$ cat src/rtl/ep_dma_pkg.sv
package ep_dma_pkg;

  localparam int BYTE_W = 8;

  // control word flag positions (count field sits in the top bits)
  localparam int CTL_EN   = 0;
  localparam int CTL_LD   = 1;
  localparam int CTL_IE   = 2;
  localparam int CTL_STOP = 3;
  localparam int CTL_DIR  = 4;

  // register indices
  localparam logic [1:0] RIDX_NEXT = 2'd0;
  localparam logic [1:0] RIDX_BUF  = 2'd1;
  localparam logic [1:0] RIDX_CTRL = 2'd2;
  localparam logic [1:0] RIDX_STAT = 2'd3;

  localparam int DESC_WORDS = 3;

  typedef enum logic [2:0] {
    ST_IDLE,
    ST_START,
    ST_RD,
    ST_PUSH,
    ST_WAITIN,
    ST_WR,
    ST_BDONE,
    ST_FETCH
  } ch_state_t;

endpackage

$ cat src/rtl/ep_dma_regs.sv
module ep_dma_regs
  import ep_dma_pkg::*;
#(
  parameter int AW = 32,
  parameter int DW = 32,
  parameter int CW = 16
) (
  input  logic          clk,
  input  logic          rst,
  input  logic          reg_wr,
  input  logic          reg_rd,
  input  logic [1:0]    reg_addr,
  input  logic [DW-1:0] reg_wdata,
  output logic [DW-1:0] reg_rdata,
  input  logic          active,
  input  logic          chan_en,
  input  logic [AW-1:0] next_addr,
  input  logic [AW-1:0] buf_addr,
  input  logic [DW-1:0] ctrl_word,
  input  logic [CW-1:0] remain,
  input  logic          ev_eob,
  input  logic          ev_eob_irq,
  input  logic          ev_eot,
  output logic          sw_wr_next,
  output logic          sw_wr_buf,
  output logic          sw_wr_ctrl,
  output logic          dma_irq
);

  localparam int PAD_W = DW - CW - 4;

  logic eot_q, eob_q, irq_q;
  logic rd_status;
  logic [DW-1:0] status_word;

  // writes only land while the channel is stopped
  assign sw_wr_next = reg_wr && !active && (reg_addr == RIDX_NEXT);
  assign sw_wr_buf  = reg_wr && !active && (reg_addr == RIDX_BUF);
  assign sw_wr_ctrl = reg_wr && !active && (reg_addr == RIDX_CTRL);
  assign rd_status  = reg_rd && (reg_addr == RIDX_STAT);

  assign status_word = {remain, {PAD_W{1'b0}}, eob_q, eot_q, active, chan_en};

  always_ff @(posedge clk) begin
    if (rst) begin
      eot_q     <= 1'b0;
      eob_q     <= 1'b0;
      irq_q     <= 1'b0;
      reg_rdata <= '0;
    end else begin
      eot_q <= ev_eot     | (eot_q & !rd_status);
      eob_q <= ev_eob     | (eob_q & !rd_status);
      irq_q <= ev_eob_irq | (irq_q & !rd_status);
      if (reg_rd) begin
        unique case (reg_addr)
          RIDX_NEXT: reg_rdata <= DW'(next_addr);
          RIDX_BUF:  reg_rdata <= DW'(buf_addr);
          RIDX_CTRL: reg_rdata <= ctrl_word;
          default:   reg_rdata <= status_word;
        endcase
      end
    end
  end

  assign dma_irq = irq_q;


  irq_set_chk: assert property (@(posedge clk) disable iff (rst)
    ev_eob_irq |=> dma_irq);


  irq_clr_chk: assert property (@(posedge clk) disable iff (rst)
    (rd_status && !ev_eob_irq) |=> !dma_irq);


  eob_clr_chk: assert property (@(posedge clk) disable iff (rst)
    (rd_status && !ev_eob) |=> !eob_q);

endmodule

$ cat src/rtl/ep_dma_engine.sv
module ep_dma_engine
  import ep_dma_pkg::*;
#(
  parameter int AW = 32,
  parameter int DW = 32,
  parameter int CW = 16
) (
  input  logic              clk,
  input  logic              rst,
  input  logic              sw_wr_next,
  input  logic              sw_wr_buf,
  input  logic              sw_wr_ctrl,
  input  logic [DW-1:0]     sw_wdata,
  input  logic              ep_irq,
  output logic              mem_req,
  output logic              mem_we,
  output logic [AW-1:0]     mem_addr,
  output logic [DW-1:0]     mem_wdata,
  input  logic [DW-1:0]     mem_rdata,
  input  logic              mem_ack,
  output logic              out_valid,
  output logic [BYTE_W-1:0] out_data,
  input  logic              out_ready,
  input  logic              in_valid,
  input  logic [BYTE_W-1:0] in_data,
  output logic              in_ready,
  output logic [AW-1:0]     next_addr,
  output logic [AW-1:0]     buf_addr,
  output logic [DW-1:0]     ctrl_word,
  output logic [CW-1:0]     remain,
  output logic              active,
  output logic              chan_en,
  output logic              ev_eob,
  output logic              ev_eob_irq,
  output logic              ev_eot
);

  localparam int WORD_BYTES = DW / 8;
  localparam int FIDX_W     = $clog2(DESC_WORDS);
  localparam int CNT_MSB    = DW - 1;

  ch_state_t         state_q;
  logic [AW-1:0]     next_q, buf_q, fbase_q;
  logic [DW-1:0]     ctrl_q;
  logic [CW-1:0]     cnt_q;
  logic [BYTE_W-1:0] byte_q;
  logic [FIDX_W-1:0] fidx_q;
  logic              stop_req;

  assign stop_req = ctrl_q[CTL_STOP] && ep_irq;

  // outputs decoded from registered state only
  assign mem_req   = (state_q == ST_RD) || (state_q == ST_WR) || (state_q == ST_FETCH);
  assign mem_we    = (state_q == ST_WR);
  assign mem_addr  = (state_q == ST_FETCH) ? fbase_q + AW'(fidx_q) * AW'(WORD_BYTES) : buf_q;
  assign mem_wdata = DW'(byte_q);
  assign out_valid = (state_q == ST_PUSH);
  assign out_data  = byte_q;
  assign in_ready  = (state_q == ST_WAITIN);

  assign active     = (state_q != ST_IDLE);
  assign chan_en    = ctrl_q[CTL_EN];
  assign next_addr  = next_q;
  assign buf_addr   = buf_q;
  assign ctrl_word  = ctrl_q;
  assign remain     = cnt_q;
  assign ev_eob     = (state_q == ST_BDONE);
  assign ev_eob_irq = (state_q == ST_BDONE) && ctrl_q[CTL_IE];
  assign ev_eot     = ((state_q == ST_BDONE) && !ctrl_q[CTL_LD]) ||
                      ((state_q == ST_START) && stop_req);

  always_ff @(posedge clk) begin
    if (rst) begin
      state_q <= ST_IDLE;
      next_q  <= '0;
      buf_q   <= '0;
      fbase_q <= '0;
      ctrl_q  <= '0;
      cnt_q   <= '0;
      byte_q  <= '0;
      fidx_q  <= '0;
    end else begin
      unique case (state_q)
        ST_IDLE: begin
          if (sw_wr_next) next_q <= sw_wdata[AW-1:0];
          if (sw_wr_buf)  buf_q  <= sw_wdata[AW-1:0];
          if (sw_wr_ctrl) begin
            ctrl_q <= sw_wdata;
            cnt_q  <= sw_wdata[CNT_MSB -: CW];
            if (sw_wdata[CTL_EN]) begin
              state_q <= ST_START;
            end else if (sw_wdata[CTL_LD]) begin
              fbase_q <= next_q;
              fidx_q  <= '0;
              state_q <= ST_FETCH;
            end
          end
        end
        ST_START: begin
          if (stop_req) begin
            ctrl_q[CTL_EN] <= 1'b0;
            state_q        <= ST_IDLE;
          end else if (cnt_q == '0) begin
            state_q <= ST_BDONE;
          end else if (ctrl_q[CTL_DIR]) begin
            state_q <= ST_RD;
          end else begin
            state_q <= ST_WAITIN;
          end
        end
        ST_RD: begin
          if (mem_ack) begin
            byte_q  <= mem_rdata[BYTE_W-1:0];
            state_q <= ST_PUSH;
          end
        end
        ST_PUSH: begin
          if (out_ready) begin
            buf_q   <= buf_q + AW'(1);
            cnt_q   <= cnt_q - CW'(1);
            state_q <= ST_START;
          end
        end
        ST_WAITIN: begin
          if (in_valid) begin
            byte_q  <= in_data;
            state_q <= ST_WR;
          end
        end
        ST_WR: begin
          if (mem_ack) begin
            buf_q   <= buf_q + AW'(1);
            cnt_q   <= cnt_q - CW'(1);
            state_q <= ST_START;
          end
        end
        ST_BDONE: begin
          if (ctrl_q[CTL_LD]) begin
            fbase_q <= next_q;
            fidx_q  <= '0;
            state_q <= ST_FETCH;
          end else begin
            state_q <= ST_IDLE;
          end
        end
        ST_FETCH: begin
          if (mem_ack) begin
            fidx_q <= fidx_q + FIDX_W'(1);
            if (fidx_q == FIDX_W'(0)) begin
              next_q <= mem_rdata[AW-1:0];
            end else if (fidx_q == FIDX_W'(1)) begin
              buf_q <= mem_rdata[AW-1:0];
            end else begin
              ctrl_q  <= mem_rdata;
              cnt_q   <= mem_rdata[CNT_MSB -: CW];
              state_q <= mem_rdata[CTL_EN] ? ST_START : ST_IDLE;
            end
          end
        end
        default: state_q <= ST_IDLE;
      endcase
    end
  end


  mem_hold_chk: assert property (@(posedge clk) disable iff (rst)
    (mem_req && !mem_ack) |=> (mem_req && $stable(mem_addr) && $stable(mem_we) && $stable(mem_wdata)));


  out_hold_chk: assert property (@(posedge clk) disable iff (rst)
    (out_valid && !out_ready) |=> (out_valid && $stable(out_data)));


  zero_cnt_chk: assert property (@(posedge clk) disable iff (rst)
    (state_q == ST_START && cnt_q == '0 && !stop_req) |=> (!mem_req && !out_valid && !in_ready));


  abort_chk: assert property (@(posedge clk) disable iff (rst)
    (state_q == ST_START && stop_req) |=> (!active && !chan_en));


  next_lock_chk: assert property (@(posedge clk) disable iff (rst)
    (active && !(state_q == ST_FETCH && mem_ack)) |=> $stable(next_q));

endmodule

$ cat src/rtl/ep_dma_channel.sv
module ep_dma_channel
  import ep_dma_pkg::*;
#(
  parameter int AW = 32,
  parameter int DW = 32,
  parameter int CW = 16
) (
  input  logic          clk,
  input  logic          rst,
  input  logic          reg_wr,
  input  logic          reg_rd,
  input  logic [1:0]    reg_addr,
  input  logic [DW-1:0] reg_wdata,
  output logic [DW-1:0] reg_rdata,
  output logic          mem_req,
  output logic          mem_we,
  output logic [AW-1:0] mem_addr,
  output logic [DW-1:0] mem_wdata,
  input  logic [DW-1:0] mem_rdata,
  input  logic          mem_ack,
  output logic          out_valid,
  output logic [7:0]    out_data,
  input  logic          out_ready,
  input  logic          in_valid,
  input  logic [7:0]    in_data,
  output logic          in_ready,
  input  logic          ep_irq,
  output logic          dma_irq
);

  logic          sw_wr_next, sw_wr_buf, sw_wr_ctrl;
  logic [AW-1:0] next_addr, buf_addr;
  logic [DW-1:0] ctrl_word;
  logic [CW-1:0] remain;
  logic          active, chan_en;
  logic          ev_eob, ev_eob_irq, ev_eot;

  ep_dma_regs #(.AW(AW), .DW(DW), .CW(CW)) u_regs (
    .clk        (clk),
    .rst        (rst),
    .reg_wr     (reg_wr),
    .reg_rd     (reg_rd),
    .reg_addr   (reg_addr),
    .reg_wdata  (reg_wdata),
    .reg_rdata  (reg_rdata),
    .active     (active),
    .chan_en    (chan_en),
    .next_addr  (next_addr),
    .buf_addr   (buf_addr),
    .ctrl_word  (ctrl_word),
    .remain     (remain),
    .ev_eob     (ev_eob),
    .ev_eob_irq (ev_eob_irq),
    .ev_eot     (ev_eot),
    .sw_wr_next (sw_wr_next),
    .sw_wr_buf  (sw_wr_buf),
    .sw_wr_ctrl (sw_wr_ctrl),
    .dma_irq    (dma_irq)
  );

  ep_dma_engine #(.AW(AW), .DW(DW), .CW(CW)) u_engine (
    .clk        (clk),
    .rst        (rst),
    .sw_wr_next (sw_wr_next),
    .sw_wr_buf  (sw_wr_buf),
    .sw_wr_ctrl (sw_wr_ctrl),
    .sw_wdata   (reg_wdata),
    .ep_irq     (ep_irq),
    .mem_req    (mem_req),
    .mem_we     (mem_we),
    .mem_addr   (mem_addr),
    .mem_wdata  (mem_wdata),
    .mem_rdata  (mem_rdata),
    .mem_ack    (mem_ack),
    .out_valid  (out_valid),
    .out_data   (out_data),
    .out_ready  (out_ready),
    .in_valid   (in_valid),
    .in_data    (in_data),
    .in_ready   (in_ready),
    .next_addr  (next_addr),
    .buf_addr   (buf_addr),
    .ctrl_word  (ctrl_word),
    .remain     (remain),
    .active     (active),
    .chan_en    (chan_en),
    .ev_eob     (ev_eob),
    .ev_eob_irq (ev_eob_irq),
    .ev_eot     (ev_eot)
  );

endmodule

$ cat config.mk
export PLATFORM = sky130hd
export DESIGN_NAME = ep_dma_channel
export DESIGN_NICKNAME = d
export VERILOG_FILES = /design/src/rtl/ep_dma_pkg.sv /design/src/rtl/ep_dma_regs.sv /design/src/rtl/ep_dma_engine.sv /design/src/rtl/ep_dma_channel.sv
export SDC_FILE = /design/constraint.sdc
export NUM_CORES = 1
export LEC_CHECK = 0
export ABC_AREA = 0
export BUFFER_PORTS_ARGS = -buffer_cell sky130_fd_sc_hd__buf_2
export CAP_MARGIN = 20
export CORE_ASPECT_RATIO = 1.4
export CORE_MARGIN = 8
export CORE_UTILIZATION = 57
export DETAILED_ROUTE_END_ITERATION = 8
export PLACE_DENSITY = 0.81
export SLEW_MARGIN = 20
export SYNTH_ARGS = -nofsm -noshare
export SYNTH_HDL_FRONTEND = slang
export SYNTH_SLANG_ARGS = --single-unit
$ cat constraint.sdc
create_clock -name clk -period 3.19 [get_ports clk]
set_input_delay 0.4785 -clock clk [delete_from_list [all_inputs] [get_ports clk]]
set_output_delay 0.4785 -clock clk [all_outputs]
set_load 0.1 [all_outputs]
## After elaboration in Yosys (flattened, before gate mapping)

Index checks and enable logic that the tools add are counted.

| word-level totals | value |
|---|---|
| memory bits (writable) | 0 |
| bits in latches | 0 |
| ROM bits | 0 |
| bits of input ports | 82 |
| register bits | 192 |
| memories | 0 |
| output and inout bits | 109 |

| operators by class | value |
|---|---|
| shift-type cells | 0 |
| $lt $le $gt $ge | 0 |
| divide/modulo/power cells | 0 |
| mux-type cells | 57 |
| add/sub/neg operators | 4 |
| equal/unequal tests | 28 |
| multiply operators | 0 |
| bitwise gates (word level) | 6 |
| reduce and logical (&&, ||, !) cells | 35 |

Operators with widths:

| operator | number |
|---|---|
| $mux W32 | 18 |
| $pmux W32 S2 | 2 |
| $pmux W32 S4 | 1 |
| $mux W16 | 6 |
| $pmux W32 S3 | 1 |
| $pmux W16 S4 | 1 |
| $pmux W31 S2 | 1 |
| $mux W3 | 14 |
| $add A32 B1 Y32 const B | 1 |
| $add A32 B4 Y32 | 1 |
| $ne A2 B2 Y1 const B | 12 |
| $pmux W3 S8 | 1 |
| $logic_not A16 Y1 | 1 |
| $mux W8 | 2 |
| $pmux W8 S2 | 1 |
| $sub A16 B1 Y16 const B | 1 |
| $reduce_and A7 Y1 | 2 |
| $eq A3 B3 Y1 const B | 4 |
| $reduce_and A6 Y1 | 2 |
| $mux W2 | 5 |
| $reduce_and A5 Y1 | 2 |
| $logic_and A1 B1 Y1 | 9 |
| $reduce_and A9 Y1 | 1 |
| $reduce_bool A3 Y1 | 3 |
| other kinds (20) | 38 |

## Logic depth before layout (Yosys ltp)

| logic depth | value |
|---|---|
| word-level depth | 6 |
| mapped depth | 10 |

## By module

A second synthesis with hierarchy kept.

| unflattened totals | value |
|---|---|
| cell total of the unflattened synthesis | 1286 |
| area total of the unflattened synthesis | 11013.1 sq um |

By module, submodules not included:

| module | cells each | area each (sq um) | times used | seq. area each (sq um) |
|---|---|---|---|---|
| ep_dma_engine | 1114 | 8987.4 | 1 | 3143.0 |
| ep_dma_regs | 172 | 2025.7 | 1 | 700.7 |

## Least setup slack after synthesis

No wires, ideal clock.

| timing path | value |
|---|---|
| path type | register to output |
| start point | register u_engine.fidx_q[0] |
| end point | output mem_addr[28] |
| required time | 2711 ps |
| arrival time | 4152 ps |
| stages on the path, launching flop included | 11 |
| path slack | -1440 ps |
| path through | dfxtp_1 > ha_1 > inv_1 > fa_1 > and4b_1 > clkbuf_1 > and4_1 > clkbuf_1 > nand4_1 > xor2_1 > o21ai_0 |

| on the way | value |
|---|---|
| longest elaborated chain between the ends | 2 |

RTL lines:

| what | RTL line | text |
|---|---|---|
| from (decl) | ep_dma_engine.sv:47 | `logic [FIDX_W-1:0] fidx_q;` |
| from (signal assigned) | ep_dma_engine.sv:148 | `fidx_q <= fidx_q + FIDX_W'(1);` |
| $add A32 B4 Y32 | ep_dma_engine.sv:55 | `assign mem_addr = (state_q == ST_FETCH) ? fbase_q + AW'(fidx_q) * AW'(WORD_BYTES) : buf_q;` |
| $mux W32 | ep_dma_engine.sv:55 |  |
| to (decl) | ep_dma_channel.sv:17 | `output logic [AW-1:0] mem_addr,` |

No other way between the ends.

## Worst setup path after layout

Same ends and word-level chain as after synthesis.

==> run summary <==
Outcome = completed
Clk_skew = 0.00923 ns
Total power = 11.5 mW
Hold Crit Class = input port to flop
Number of setup violations in the final report = 0
Wirelength, routed = 34.8 mm
Remaining Overflow, GRT = 0
Clock buffer depth = 2
Share of cells above drive strength 1 = 0.185
Ys async rst share = 0
Residual DRC = 0
Finished Cell Area = 0.0127 sq mm
Drt first pass iters = 6
DRT iter0 DRCs = 1,464
Max_cap viols = 0
Power per cell area = 907 mW/mm^2
Setup ws final = 0.0764 ns
Top cell type by total area after synthesis = dfxtp_1
Via density = 6.37
Fill cell count = 1,531
Non-Filler Instances = 1,747
Row cnt = 59
Area grow syn2layout = 18.3%
Final net count = 1,580
Final min period = 3.11 ns
Register bit count reported by yosys = 192
Place WS = 0.133 ns
Final worst path period share = 0.976
Clk sinks = 192
Max_slew headroom = 0.292
Crit path DAT = 2.64 ns
CTS tree = yes
WL/cell = 19.9 microns
Synth area leaders = dfxtp_1 36%, nor2_1 6.9%, a211oi_1 6.0%
Hold Crit Depth = 3
EDFF count, synth = 0
R2r worst-path depth = 7
Crit. End Element = primary output
DIE WIDTH = 132 microns
Core area = 0.0185 sq mm
Most common cell after layout, fill and taps aside = nor2_1
RSZ-0062 raised after global routing = false
Hold_sp = reg_wdata[30]
Worst hold slack = 0.349 ns
Synth Instances = 1,397
Final hold vios = 0
Commonest non-fill, non-tap cells in the layout = 197 x nor2_1, 189 x dfxtp_1, 157 x nand2_1
Sequential-to-total area share from yosys stat = 0.359
Vias = 11,100
Largest net degree at the start of global routing = 190
Slew Limit Fails = 0
DP Area = 0.0120 sq mm
H-tree levels = 4
R2r setup slk = 0.68 ns
Ys Warns = 0
Hold Buf Count CTS = 0
Type of origin of the critical path = flop
Synth top area share = 0.359
RR Endpoint = u_engine.buf_addr[11]
Clock latency on the worst-skew pair = 0.44 ns
Worst Setup Path Type = flop to primary output
Avg Inst Size Synth = 7.66 sq um
CP required = 2.71 ns
Clock root cell = clkbuf_16
Main flop type after synthesis = dfxtp_1
Crit Path Max Fanout = 5
Routed Antenna Nets = 0
Worst Hold Path EP = u_engine.next_addr[30]
Initial antenna violation count = 1
F_max = 0.321 GHz
Starting Density = 0.578
Post-Syn Area = 0.0107 sq mm
Worst reg2reg startpoint = u_engine.state_q[0]
Vias in the first global route = 10,500
GPL Wtd Cong = 0.948
Die ar. = 0.0235 sq mm
Static leakage = 4.95 nW
Cts bufs inserted = 17
Worst IR drop on VDD = 0.000677 V
Total GRT Usage = 0.284
Slew @ Worst Pin = 1.06 ns
Final Core Density = 0.684
Die Y = 178 microns
Placed cells = 1,714
Number of port buffers = 166
Setup TNS = 0 ns
Final HPWL DP = 24.2 mm
IO Pins = 191
First-pass GRT wire length = 54.5 mm
Clock transition at path regs = 0.06 ns
Cell variety after synth = 67
-- Yosys cell counts, types with 11 or more instances --
library cell,count
nor2_1,197
dfxtp_1,192
nand2_1,157
a21oi_1,116
a211oi_1,85
clkbuf_1,79
o21ai_0,76
mux2i_1,55
inv_1,35
buf_4,33
nand3_1,32
buf_2,28
nor3_1,27
o22ai_1,21
a2111oi_0,20
xnor2_1,19
a22oi_1,16
nand4_1,15
and3_1,13
o32ai_1,12
a22o_1,11
-- how the worst max path moves through the flow --
stage | start | endpoint | slack, ns
floorplan | u_engine.fidx_q[0] | mem_addr[28] | -0.68
global placement | u_engine.fidx_q[0] | mem_addr[28] | 0.19
detailed placement | u_engine.fidx_q[0] | mem_addr[28] | 0.13
CTS | u_engine.fidx_q[0] | mem_addr[28] | 0.01
global route | u_engine.fidx_q[0] | mem_addr[28] | 0.008
finish | u_engine.fidx_q[0] | mem_addr[28] | 0.08
-- final cells by class --
type	count	area, sq um	area share
inverter	35	131	0.0104
clock inverter	9	136	0.0108
multi-input combinational	1041	6210	0.491
sequential	192	3850	0.304
tap	244	305	0.0241
antenna	1	2.50	0.000198
clock buffer	21	450	0.0356
timing repair buffer	204	1580	0.124
-- routing by layer --
layer | vias to the layer above | part of all wire | track usage
met5 | - | 0 | 0
met2 | 656 | 0.47 | 0.467
met1 | 5179 | 0.40 | 0.347
li1 | 5187 | - | -
met4 | 0 | 0.042 | 0.146
met3 | 115 | 0.088 | 0.0578
-- logic make-up after synthesis --
group | count (synthesis) | share of synthesized area
multiplexers | 63 | 0.0598
adder cells (fa/ha/maj) | 7 | 0.00888
flip-flops | 192 | 0.359
AND/OR/NAND/NOR | 495 | 0.206
XOR/XNOR | 29 | 0.0237
AO/OA/AOI/OAI | 423 | 0.262
other | 1 | 0.000350
buffers and inverters | 187 | 0.0812
-- worst max-delay path, stage by stage (launching register included) --
cell and delay [ns]:
dfxtp_4 0.36, ha_4 0.13, inv_1 0.05, fa_2 0.34, and4b_2 0.35, and4_4 0.29, nand4_1 0.12, xor2_1 0.17
o21ai_2 0.20, buf_12 0.21
-- timing repair --
action / CTS / global route
endpoints found under the setup margin: 8 / 4
resized for setup: 7 / 5
buffers inserted: 2 / 0
pin swaps: 3 / 3
-- flip-flops by register name, indices dropped and copies added, names as in the netlist --
signal	cells
u_engine.fidx_q	2
u_regs.reg_rdata	32
u_engine.remain	16
u_engine.ctrl_word	32
u_engine.out_data	8
u_regs.dma_irq	1
u_engine.fbase_q	32
u_regs.eob_q	1
u_regs.eot_q	1
u_engine.next_addr	32
u_engine.state_q	3
u_engine.buf_addr	32
-- report_power, final --
group          switching, mW  total (mW)  internal [mW]
Sequential             0.520        3.35           2.83
Clock                  0.937        2.19           1.25
Combinational           4.24        5.96           1.71
Total                   5.70        11.5           5.79
Power figures use the tool's default switching activity.
